### config.mk
export PLATFORM = sky130hd
export DESIGN_NAME = clk_ctrl_reg
export DESIGN_NICKNAME = d
export VERILOG_FILES = /design/src/rtl/ccr_pkg.sv /design/src/rtl/ccr_sync.sv /design/src/rtl/ccr_fields.sv /design/src/rtl/ccr_rmux.sv /design/src/rtl/clk_ctrl_reg.sv
export SDC_FILE = /design/constraint.sdc
export NUM_CORES = 1
export LEC_CHECK = 0
export BUFFER_PORTS_ARGS = -buffer_cell sky130_fd_sc_hd__buf_2
export CAP_MARGIN = 10
export CORE_ASPECT_RATIO = 1.4
export CORE_UTILIZATION = 36
export DETAILED_ROUTE_END_ITERATION = 7
export PLACE_DENSITY = 0.88
export SYNTH_ARGS = -nofsm -noshare
export SYNTH_HDL_FRONTEND = slang
export SYNTH_HIERARCHICAL = 1
export SYNTH_SLANG_ARGS = --single-unit
### constraint.sdc
create_clock -name clk_i -period 2.1 [get_ports clk_i]
set_input_delay 0.105 -clock clk_i [delete_from_list [all_inputs] [get_ports clk_i]]
set_output_delay 0.105 -clock clk_i [all_outputs]
set_load 0.03 [all_outputs]
### src/rtl/ccr_pkg.sv
package ccr_pkg;
  localparam int unsigned DATA_W   = 32;
  localparam int unsigned TRIM_W   = 5;
  localparam int unsigned CAL_W    = 8;
  localparam int unsigned TRIM_RST = 16;

  // bit positions the clock tree decodes
  localparam int unsigned B_IRC_EN  = 0;
  localparam int unsigned B_IRC_RDY = 1;
  localparam int unsigned B_TRIM    = 3;
  localparam int unsigned B_CAL     = 8;
  localparam int unsigned B_XO_EN   = 16;
  localparam int unsigned B_XO_RDY  = 17;
  localparam int unsigned B_XO_BYP  = 18;
  localparam int unsigned B_CSS     = 19;
  localparam int unsigned B_PLL_EN  = 24;
  localparam int unsigned B_PLL_RDY = 25;

  typedef enum logic [1:0] {
    SRC_IRC  = 2'd0,
    SRC_XOSC = 2'd1,
    SRC_PLL  = 2'd2
  } clk_src_e;

  typedef struct packed {
    logic              pll_en;
    logic              css_en;
    logic              xo_byp;
    logic              xo_en;
    logic [TRIM_W-1:0] trim;
    logic              irc_en;
  } ccr_ctl_t;
endpackage

### src/rtl/ccr_sync.sv
module ccr_sync #(
  parameter int unsigned        WIDTH   = 3,
  parameter int unsigned        STAGES  = 2,
  parameter logic [WIDTH-1:0]   RST_VAL = '0
) (
  input  logic             clk_i,
  input  logic             rst_ni,
  input  logic [WIDTH-1:0] d_i,
  output logic [WIDTH-1:0] q_o
);
  logic [WIDTH-1:0] stage_q [STAGES];

  for (genvar s = 0; s < STAGES; s++) begin : g_stage
    always_ff @(posedge clk_i or negedge rst_ni) begin
      if (!rst_ni) stage_q[s] <= RST_VAL;
      else if (s == 0) stage_q[s] <= d_i;
      else stage_q[s] <= stage_q[(s == 0) ? 0 : s-1];
    end
  end

  assign q_o = stage_q[STAGES-1];
endmodule

### src/rtl/ccr_fields.sv
module ccr_fields
  import ccr_pkg::*;
(
  input  logic              clk_i,
  input  logic              rst_ni,
  input  logic              wr_i,
  input  logic [3:0]        be_i,
  input  logic [DATA_W-1:0] wdata_i,
  input  logic              lp_entry_i,
  input  logic [1:0]        src_i,
  input  logic [1:0]        sel_i,
  output ccr_ctl_t          ctl_o
);
  ccr_ctl_t ctl_q, ctl_d;
  logic irc_lock, xo_lock, pll_lock;

  // enables that may not be cleared by software
  assign irc_lock = (src_i == SRC_IRC);
  assign xo_lock  = (src_i == SRC_XOSC);
  assign pll_lock = (src_i == SRC_PLL) || (sel_i == SRC_PLL);

  always_comb begin
    ctl_d = ctl_q;
    if (wr_i && be_i[0]) begin
      ctl_d.irc_en = wdata_i[B_IRC_EN] | (ctl_q.irc_en & irc_lock);
      ctl_d.trim   = wdata_i[B_TRIM +: TRIM_W];
    end
    if (wr_i && be_i[2]) begin
      ctl_d.xo_en  = wdata_i[B_XO_EN] | (ctl_q.xo_en & xo_lock);
      ctl_d.xo_byp = wdata_i[B_XO_BYP];
      ctl_d.css_en = wdata_i[B_CSS];
    end
    if (wr_i && be_i[3]) begin
      ctl_d.pll_en = wdata_i[B_PLL_EN] | (ctl_q.pll_en & pll_lock);
    end
    if (lp_entry_i) begin
      ctl_d.pll_en = 1'b0;
      ctl_d.xo_en  = 1'b0;
    end
  end

  always_ff @(posedge clk_i or negedge rst_ni) begin
    if (!rst_ni) begin
      ctl_q        <= '0;
      ctl_q.irc_en <= 1'b1;
      ctl_q.trim   <= TRIM_W'(TRIM_RST);
    end else begin
      ctl_q <= ctl_d;
    end
  end

  assign ctl_o = ctl_q;
endmodule

### src/rtl/ccr_rmux.sv
module ccr_rmux
  import ccr_pkg::*;
(
  input  logic              rd_i,
  input  ccr_ctl_t          ctl_i,
  input  logic [2:0]        rdy_i,
  input  logic [CAL_W-1:0]  cal_i,
  output logic [DATA_W-1:0] rdata_o
);
  logic [DATA_W-1:0] word;

  always_comb begin
    word = '0;
    word[B_IRC_EN]             = ctl_i.irc_en;
    word[B_IRC_RDY]            = rdy_i[0];
    word[B_TRIM +: TRIM_W]     = ctl_i.trim;
    word[B_CAL +: CAL_W]       = cal_i;
    word[B_XO_EN]              = ctl_i.xo_en;
    word[B_XO_RDY]             = rdy_i[1];
    word[B_XO_BYP]             = ctl_i.xo_byp;
    word[B_CSS]                = ctl_i.css_en;
    word[B_PLL_EN]             = ctl_i.pll_en;
    word[B_PLL_RDY]            = rdy_i[2];
  end

  assign rdata_o = rd_i ? word : '0;
endmodule

### src/rtl/clk_ctrl_reg.sv
module clk_ctrl_reg
  import ccr_pkg::*;
#(
  parameter int unsigned ADDR_W = 4
) (
  input  logic              clk_i,
  input  logic              rst_ni,
  input  logic              req_i,
  input  logic              we_i,
  input  logic [ADDR_W-1:0] addr_i,
  input  logic [3:0]        be_i,
  input  logic [31:0]       wdata_i,
  output logic [31:0]       rdata_o,
  input  logic              irc_stable_i,
  input  logic              xosc_stable_i,
  input  logic              pll_lock_i,
  input  logic [7:0]        cal_i,
  input  logic              lp_entry_i,
  input  logic [1:0]        sysclk_src_i,
  input  logic [1:0]        sysclk_sel_i,
  output logic              irc_en_o,
  output logic              xosc_en_o,
  output logic              xosc_byp_o,
  output logic              pll_en_o,
  output logic [4:0]        trim_o,
  output logic              css_active_o
);
  localparam int unsigned NSRC = 3;

  logic           hit, wr, rd;
  ccr_ctl_t       ctl;
  logic [NSRC-1:0] raw, sync_q, en_vec, rdy;

  assign hit = req_i && (addr_i == '0);
  assign wr  = hit && we_i;
  assign rd  = hit && !we_i;

  assign raw = {pll_lock_i, xosc_stable_i, irc_stable_i};

  ccr_sync #(.WIDTH(NSRC), .STAGES(2), .RST_VAL(3'b001)) u_sync (
    .clk_i  (clk_i),
    .rst_ni (rst_ni),
    .d_i    (raw),
    .q_o    (sync_q)
  );

  ccr_fields u_fields (
    .clk_i      (clk_i),
    .rst_ni     (rst_ni),
    .wr_i       (wr),
    .be_i       (be_i),
    .wdata_i    (wdata_i),
    .lp_entry_i (lp_entry_i),
    .src_i      (sysclk_src_i),
    .sel_i      (sysclk_sel_i),
    .ctl_o      (ctl)
  );

  assign en_vec = {ctl.pll_en, ctl.xo_en, ctl.irc_en};
  assign rdy    = sync_q & en_vec;

  ccr_rmux u_rmux (
    .rd_i    (rd),
    .ctl_i   (ctl),
    .rdy_i   (rdy),
    .cal_i   (cal_i),
    .rdata_o (rdata_o)
  );

  assign irc_en_o     = ctl.irc_en;
  assign xosc_en_o    = ctl.xo_en;
  assign xosc_byp_o   = ctl.xo_byp;
  assign pll_en_o     = ctl.pll_en;
  assign trim_o       = ctl.trim;
  assign css_active_o = ctl.css_en & rdy[1];
endmodule

[Word-level counts from Yosys, hierarchy flattened]
Cells that the tools add are included.
Cells by class
  reduce and logical (&&, ||, !) cells: 12
  multiplexer cells: 5
  equal/unequal tests: 3
  bitwise gates (word level): 8
Operators by type and width (count)
  two-way mux 26 bit: 1
  logical AND 1 bit: 6
  AND 1 bit: 4
  == test 2 bit (second input constant): 2
  zero test 4 bit: 1
  two-way mux 1 bit: 4
  nonzero test 2 bit: 2
  AND 3 bit: 1
  OR 1 bit: 3
  == test 2 x 1 -> 1 bit (second input constant): 1
  zero test 2 bit: 1
  zero test 1 bit: 1
  logical OR 1 bit: 1
Word-level totals
  logic and storage cells: 36
  bits in registers: 16

[Longest topological paths before layout]
Gate-level depths: netlist of run 1.
  depth after elaboration: 6
  depth in mapped cells: 5
  mapped depth without buffers: 5

[Modules after synthesis]
Netlist of run 1, hierarchy kept.
Modules (own cells, without submodules)
  ccr_fields: times used 1, area each 440.4 um^2, cells an instance 33
  ccr_rmux: times used 1, area each 259.0 um^2, cells an instance 35
  ccr_sync: times used 1, area each 175.2 um^2, cells an instance 9
  clk_ctrl_reg: times used 1, area each 56.3 um^2, cells an instance 8

[Worst setup path before layout of run 1]
Ideal clock, no wire load.
  kind: input-to-reg
  from: input addr_i[1]
  to: register u_fields.ctl_q (netlist bit u_fields/ctl_o[1])
  cell stages on the path: 4
  path slack: 555 ps
  arrival: 1420 ps
  buffers on the path: 0
  required time: 1975 ps
  library setup time: 125 ps
  cells stage by stage: or4_4 nor2_1 nand2_4 mux2_4
On the way
  cells in the longest elaborated chain, start to end: 4
Ends and longest elaborated chain
  start, declared: line clk_ctrl_reg.sv:10  | input logic [ADDR_W-1:0] addr_i,
  zero test 4 bit: line clk_ctrl_reg.sv:34  | assign hit = req_i && (addr_i == '0);
  logical AND 1 bit: line clk_ctrl_reg.sv:34
  logical AND 1 bit: line clk_ctrl_reg.sv:35  | assign wr = hit && we_i;
  via wr: line clk_ctrl_reg.sv:30  | logic hit, wr, rd;
  logical AND 1 bit: line ccr_fields.sv:24  | if (wr_i && be_i[0]) begin
  end signal, assigned: line ccr_fields.sv:48  | ctl_q <= ctl_d;
  end, declared: line ccr_fields.sv:14  | ccr_ctl_t ctl_q, ctl_d;
The timed path passes the listed nets, and every way through them passes these cells.
A chain may end at the register's enable or synchronous reset.

[Worst setup path after layout of run 1]
  from: input addr_i[1]
  to: output rdata_o[15]
On the way
  cells in the longest elaborated chain, start to end: 4
Ends and longest elaborated chain
  zero test 4 bit: line clk_ctrl_reg.sv:34
  logical AND 1 bit: line clk_ctrl_reg.sv:34
  logical AND 1 bit: line clk_ctrl_reg.sv:36  | assign rd = hit && !we_i;
  via rd: line clk_ctrl_reg.sv:30
  two-way mux 26 bit: line ccr_rmux.sv:26  | assign rdata_o = rd_i ? word : '0;
  end, declared: line clk_ctrl_reg.sv:13  | output logic [31:0] rdata_o,
The timed path passes the listed nets, and every way through them passes these cells.

==> run_results.csv, run 1 <==
group,metric,value,unit
run_status,status,"finished, final reports clean",
routing,ant_nets,0,
critical_path,worstSetupStartpointType,"input port",
place,routabilityCongestion,0.654,
clocking,clock_latency,270,ps
clocking,cts_buffers,3,
logic_synthesis,ys_types,21,
critical_path,critPathArrivalTime,1470,ps
sta,finalMaxSlewViolations,0,
logic_synthesis,synth-seq-area-share,0.435,
sta,relSlewSlack,0.661,
min_path,worstHoldPathType,"in -> reg",
clocking,cts_resized,0,
layout,diodes,0,
global_route,antenna_found_initial,0,
critical_path,required,2000,ps
critical_path,reg2reg_to,"u_fields/ctl_o[4]$_DFFE_PN0P_",
floorplanning,row_count,21,
logic_synthesis,synthCells,85,
sta,clock.fmax,633,MHz
floorplanning,die_area,0.00280,mm2
routing,num_vias,811,
routing,wl_per_cell,10.7,um
min_path,holdPathStages,3,
logic_synthesis,avgSynthCellArea,11.0,um2
logic_synthesis,synth_area_leaders,"dfrtp_1 (32%), and2_2 (12%), buf_4 (11%)",
routing,first_pass_iters,4,
sta,fin_tns_setup,0,ps
floorplanning,initial_core_util,0.385,
floorplanning,ioPinCount,102,
place,hpwl,1.66,mm
logic_synthesis,yosys_warnings,6,
global_route,grt_use_total,0.142,
critical_path,worst_path_max_delay_cell,"or4_4",
logic_synthesis,synth_compound_area_frac,0.0296,
sta,hold_viol_final,0,
clocking,clock-sinks,16,
logic_synthesis,synth_top_area_share,0.323,
sta,setup_violations,0,
routing,detail_route.wirelength,2.02,mm
logic_synthesis,synth_top_family_by_area,"simple AND/OR/NAND/NOR gates",
layout,area_growth,39.9,%
critical_path,worstRegToRegCells,1,
power_and_ir_drop,power_leakage,0.770,nW
global_route,grt_max_degree,22,
sta,finalCriticalPeriod,1580,ps
clocking,tritoncts,"done",
sta,skew,0.508,ps
clocking,clk_path_buf_depth,2,
layout,nets,217,
layout,drive_above_1_share,0.647,
routing,drcViolationCount,0,
layout,finalInstanceArea,0.00130,mm2
clocking,clk_pin_slew_worst_paths,80,ps
floorplanning,core_area,0.00242,mm2
sta,rsz0062_at_grt,"no",
job,maxCapViolations,0,
min_path,min_to,"u_fields/ctl_o[0]$_DFFE_PN1P_",
critical_path,cpMostUsedCell,"buf_2",
floorplanning,die_x,45.0,um
layout,final_cells,190,
logic_synthesis,synth_area_leader_cell,"dfrtp_1",
floorplanning,die_y,62.2,um
critical_path,ff2ff_setup_slack,1330,ps
critical_path,critical_path_class,"in -> out",
critical_path,path_max_fanout,21,
sta,worstMarginPinSlew,507,ps
place,dp.cells,181,
layout,final_core_util,0.539,
critical_path,r2r_start,"u_fields/ctl_o[4]$_DFFE_PN0P_",
logic_synthesis,syn_area,931,um2
logic_synthesis,synth_fa_ha_area_frac,0,
logic_synthesis,yosys.area_share.simple,0.289,
power_and_ir_drop,ir_drop,0.000457,V
sta,min_period_over_period,0.752,
clocking,cts_root_buf,"clkbuf_4",
global_route,grt_pass1_wl,3.03,mm
place,numPortBuffers,67,
global_route,grt-ovfl-total,0,
clocking,htree_levels,1,
critical_path,crit_chain,"buf_2 -> or4_4 -> nor3b_2 -> buf_4 -> and2_2 -> buf_2",
global_route,grt_pass1_vias,750,
critical_path,crit_path_end_kind,"output pin",
routing,vias_per_cell,4.27,
routing,drt_iter0_markers,10,
logic_synthesis,synth-seq-cells,16,
clocking,postCtsSetupBuffers,0,
power_and_ir_drop,power_density,525,mW/mm2
logic_synthesis,muxShareOfSynthArea,0.105,
min_path,min-delay-start,"wdata_i[0]",
logic_synthesis,synth-xor-area-share,0,
place,dpl_cell_area,0.00123,mm2
critical_path,cp_slowest_stage_delay,530,ps
## worst max path at each step
stage                     startpoint                            end  cells past startpoint
after floorplan            addr_i[1]  u_fields/ctl_o[1]$_DFFE_PN0P_                      4
after global placement     addr_i[1]  u_fields/ctl_o[2]$_DFFE_PN0P_                      5
after detailed placement   addr_i[1]  u_fields/ctl_o[4]$_DFFE_PN0P_                      5
after CTS                  addr_i[1]                    rdata_o[15]                      6
after global routing       addr_i[1]                     rdata_o[7]                      6
final                      addr_i[1]                    rdata_o[15]                      6
## layout make-up
type                            instances  area, um2
Timing Repair Buffer                   73        393
Sequential cell                        16        405
Multi-Input combinational cell         63        435
Fill cell                             221       1110
Tap cell                               34       42.5
Clock buffer                            4       26.3
## cells in the mapped netlist
master	instances
and2_2	15
buf_4	14
dfrtp_1	12
and2_1	9
mux2_4	5
dfstp_2	4
nand2_1	3
nand3_1	3
nor2b_1	3
a21oi_1	2
buf_6	2
mux2_2	2
nor2_1	2
o21ai_0	2
and3_1	1
conb_1	1
nand2_2	1
nand2_4	1
nor3b_2	1
o31ai_1	1
or4_4	1
## per-stage QoR
step / hold slack (ps) / power, mW / setup slack [ps]
global route: 61.1 / 0.719 / 442
finish: 55.3 / 0.684 / 520
detailed placement: 30.5 / 0.526 / 297
CTS: 53.0 / 0.693 / 513
floorplan: -191 / 0.478 / 555
global placement: 24.1 / 0.520 / 329
## sequential cells by signal, summed over array words and instances (netlist names)
signal	cells
u_sync/q_o	3
u_fields/ctl_o	10
u_sync/stage_q	3
## layout by cell type (no fill, tap or decap)
master          n
mux2_4          5
buf_4           1
dfrtp_1        12
buf_2          67
clkbuf_4        3
mux2_2          2
nor2b_1         3
conb_1         11
nand2_2         1
nor2_1          2
nand2_1         3
o31ai_1         1
nand2_4         1
dlygate4sd3_1   5
o21ai_0         2
and2_2         15
and2_1          9
or4_4           1
clkbuf_1        1
a21oi_1         2
nand3_1         3
dfstp_2         4
and3_1          1
nor3b_2         1
## power breakdown
group | switching, mW | internal [mW]
Combinational | 0.102 | 0.0688
Sequential | 0.0161 | 0.340
Clock | 0.0842 | 0.0734
## what timing repair did
action | in CTS | in global routing
hold buffers | 5 | 0
endpoints found under the setup margin | 0 | 0
endpoints found under the hold margin | 17 | 0
## worst max-delay path, delay by kind of cell
kind | cells | cell delay [ps]
and+or+nand+nor | 3 | 860
buffers and inverters | 3 | 510
## cells by family (layout without fill, tap and decap cells)
logic type / after synthesis / count (layout)
compound gates: 5 / 5
buf+inv: 16 / 77
flops: 16 / 16
mux: 7 / 7
other cells: 1 / 11
simple gates: 40 / 40
## per-layer routing
layer | up-vias | share of wire | track usage
met4 | 0 | 0 | 0.0227
met1 | 361 | 0.34 | 0.141
met3 | 0 | 0.12 | 0.0233
li1 | 392 | - | -
met5 | - | 0 | 0
met2 | 58 | 0.54 | 0.284
(Power assumes the default switching activity.)
==> run 2: changes to the inputs <==
ABC_AREA = 1   (was not set)
CORE_UTILIZATION = 34   (was 36)
PLACE_DENSITY = 0.83   (was 0.88)
clock period = 1.7 ns   (was 2.1 ns; I/O delays follow)
==> run 2 against run 1 <==
Against the previous run:
- first-iteration DRC count is 50% higher
- wire length unchanged
- register-to-register slack got worse by 400 ps
- via count grew 16%
- synthesized cell count grew 62%
- count of clock-buffer cells in the layout stayed put
- die area is 8.3% higher
- critical path type is now reg -> out
- critical endpoint is now rdata_o[1]
==> run_results.csv, run 2 <==
group,metric,value,unit
floorplanning,row_count,22,
global_route,grt_use_total,0.143,
sta,skew,0.397,ps
logic_synthesis,yosys.area_share.simple,0.290,
global_route,antenna_found_initial,0,
power_and_ir_drop,internal_power,0.580,mW
sta,clock.fmax,780,MHz
layout,fillCellCount,280,
logic_synthesis,synth_top_area_share,0.315,
logic_synthesis,synth_compound_area_frac,0.0105,
run_status,status,"finished, final reports clean",
clocking,clk_pin_slew_worst_paths,90,ps
floorplanning,die_y,64.7,um
critical_path,critical_path_class,"reg -> out",
global_route,grt_pass1_wl,3.19,mm
routing,ant_nets,0,
place,numPortBuffers,67,
clocking,tritoncts,"done",
floorplanning,ioPinCount,102,
sta,finalMaxSlewViolations,0,
layout,register_area,405,um2
logic_synthesis,post-synth-top-count-cell,"nand2_1",
sta,min_period_over_period,0.754,
logic_synthesis,synth_fa_ha_area_frac,0,
routing,wl_per_cell,8.19,um
floorplanning,initial_core_util,0.361,
logic_synthesis,syn_area,955,um2
power_and_ir_drop,p_switching,0.266,mW
sta,setup_violations,0,
layout,mostFrequentLayoutCells,"buf_2 (67), nand2_1 (50), inv_1 (32)",
clocking,clock_latency,280,ps
critical_path,reg2reg_to,"u_fields/ctl_o[6]$_DFFE_PN0P_",
place,post-place-ws,538,ps
logic_synthesis,synthFlopType,"dfrtp_1",
global_route,grt-ovfl-total,0,
sta,setup_ws,418,ps
power_and_ir_drop,power_density,628,mW/mm2
critical_path,r2r_start,"u_fields/ctl_o[6]$_DFFE_PN0P_",
floorplanning,core_area,0.00264,mm2
layout,nets,272,
place,hpwl,1.59,mm
floorplanning,die_x,46.8,um
routing,drt_iter0_markers,15,
global_route,grt_max_degree,17,
sta,rsz0062_at_grt,"no",
power_and_ir_drop,clkPwrFrac,0.239,
layout,multiInputGateArea,328,um2
logic_synthesis,synthCells,138,
floorplanning,die_area,0.00303,mm2
logic_synthesis,synth_area_leader_cell,"dfrtp_1",
critical_path,worstRegToRegCells,4,
critical_path,required,1620,ps
layout,final_core_util,0.509,
logic_synthesis,avgSynthCellArea,6.92,um2
global_route,grt_pass1_vias,848,
logic_synthesis,async_reset_ff_frac,1.00,
clocking,cts_root_buf,"clkbuf_4",
critical_path,ff2ff_setup_slack,930,ps
logic_synthesis,synth_top_family_by_area,"simple AND/OR/NAND/NOR gates",
layout,largest_reg_flops,10,
routing,vias_per_cell,3.81,
critical_path,path_max_fanout,4,
layout,area_growth,41.0,%
logic_synthesis,synth_edf_count,0,
layout,diodes,0,
job,maxCapViolations,0,
critical_path,startpoint,"u_fields/ctl_o[0]$_DFFE_PN1P_",
logic_synthesis,synth-xor-area-share,0,
min_path,worstHoldPathType,"in -> reg",
critical_path,endpoint,"rdata_o[1]",
logic_synthesis,synth_area_leaders,"dfrtp_1 (31%), nand2_1 (20%), inv_1 (13%)",
power_and_ir_drop,switching_share,0.314,
layout,drive_above_1_share,0.379,
power_and_ir_drop,pwr-share-comb,0.241,
routing,detail_route.wirelength,2.02,mm
logic_synthesis,synth_common_cells,"nand2_1 (50), inv_1 (32), buf_4 (15)",
layout,final_common_cell,"buf_2",
clocking,cts_buffers,3,
routing,drcViolationCount,0,
clocking,postCtsSetupBuffers,0,
critical_path,worstSetupStartpointType,"flop",
logic_synthesis,synth-seq-area-share,0.425,
logic_synthesis,yosys_warnings,6,
sta,finalCriticalPeriod,1280,ps
logic_synthesis,muxShareOfSynthArea,0,
power_and_ir_drop,ir_drop,0.000360,V
sta,hold_viol_final,0,
power_and_ir_drop,seq_power_share,0.520,
clocking,cts_resized,0,
clocking,clock-sinks,16,
logic_synthesis,ys_types,13,
clocking,htree_levels,1,
place,routabilityCongestion,0.770,
clocking,clk_path_buf_depth,2,
routing,num_vias,942,
clocking,hold_buffers,6,
critical_path,crit_path_end_kind,"output pin",
critical_path,critPathArrivalTime,1200,ps
logic_synthesis,synth-seq-cells,16,
sta,fin_tns_setup,0,ps
routing,first_pass_iters,2,
power_and_ir_drop,power_leakage,1.01,nW
## run 2: per-stage QoR
stage                     total power, mW  cells  cell area (um2)  hold slack, ps
after floorplan                     0.583    148              992            -211
after global placement              0.639    237             1260            7.81
after detailed placement            0.641    237             1260            4.41
after CTS                           0.855    247             1350            5.05
after global routing                0.898    247             1350            21.5
final                               0.846    247             1350            11.1
## run 2: final cells by class
| type | count | share of cell area |
|---|---|---|
| Timing Repair Buffer | 76 | 0.310 |
| Sequential cell | 16 | 0.301 |
| Multi-Input combinational cell | 82 | 0.243 |
| Inverter | 33 | 0.0920 |
| Tap cell | 36 | 0.0335 |
| Clock buffer | 4 | 0.0195 |
## run 2: how the worst min path moves through the flow
stage,endpoint,cells after the start,slack (ps),from
after floorplan,u_fields/ctl_o[1]$_DFFE_PN0P_,0,-210,rst_ni
after global placement,u_fields/ctl_o[2]$_DFFE_PN0P_,1,8,rst_ni
after detailed placement,u_fields/ctl_o[4]$_DFFE_PN0P_,1,4,rst_ni
after CTS,u_fields/ctl_o[0]$_DFFE_PN1P_,3,5,wdata_i[0]
after global routing,u_fields/ctl_o[0]$_DFFE_PN1P_,3,20,wdata_i[0]
final,u_fields/ctl_o[0]$_DFFE_PN1P_,3,10,wdata_i[0]
## run 2: critical path, cell delays in order, from the launching register on
cell and delay (ps):
dfstp_2 560, nand2_1 50, inv_1 40, nand2_1 40
inv_1 40, buf_2 180
## run 2: cell families (layout without fill, tap and decap cells)
logic type,Yosys count,in the layout
other,1,11
AO/OA/AOI/OAI,2,2
AND/OR/NAND/NOR,69,69
buffers and inverters,50,113
flip-flops,16,16
## run 2: routing by layer
layer,up-vias,wire length [um],GRT usage
met3,2,139,0.0195
met2,32,1090,0.253
met1,395,779,0.143
met5,-,0,0
li1,513,-,-
met4,0,10,0.0964
## run 2: power by group through the flow
stage          registers (mW)  clock network (mW)  logic (mW)
6_report                0.440               0.202       0.204
4_1_cts                 0.440               0.210       0.205
3_5_place_dp            0.447                   0       0.194
3_3_place_gp            0.447                   0       0.192
5_1_grt                 0.445               0.231       0.223
2_1_floorplan           0.490                   0      0.0932
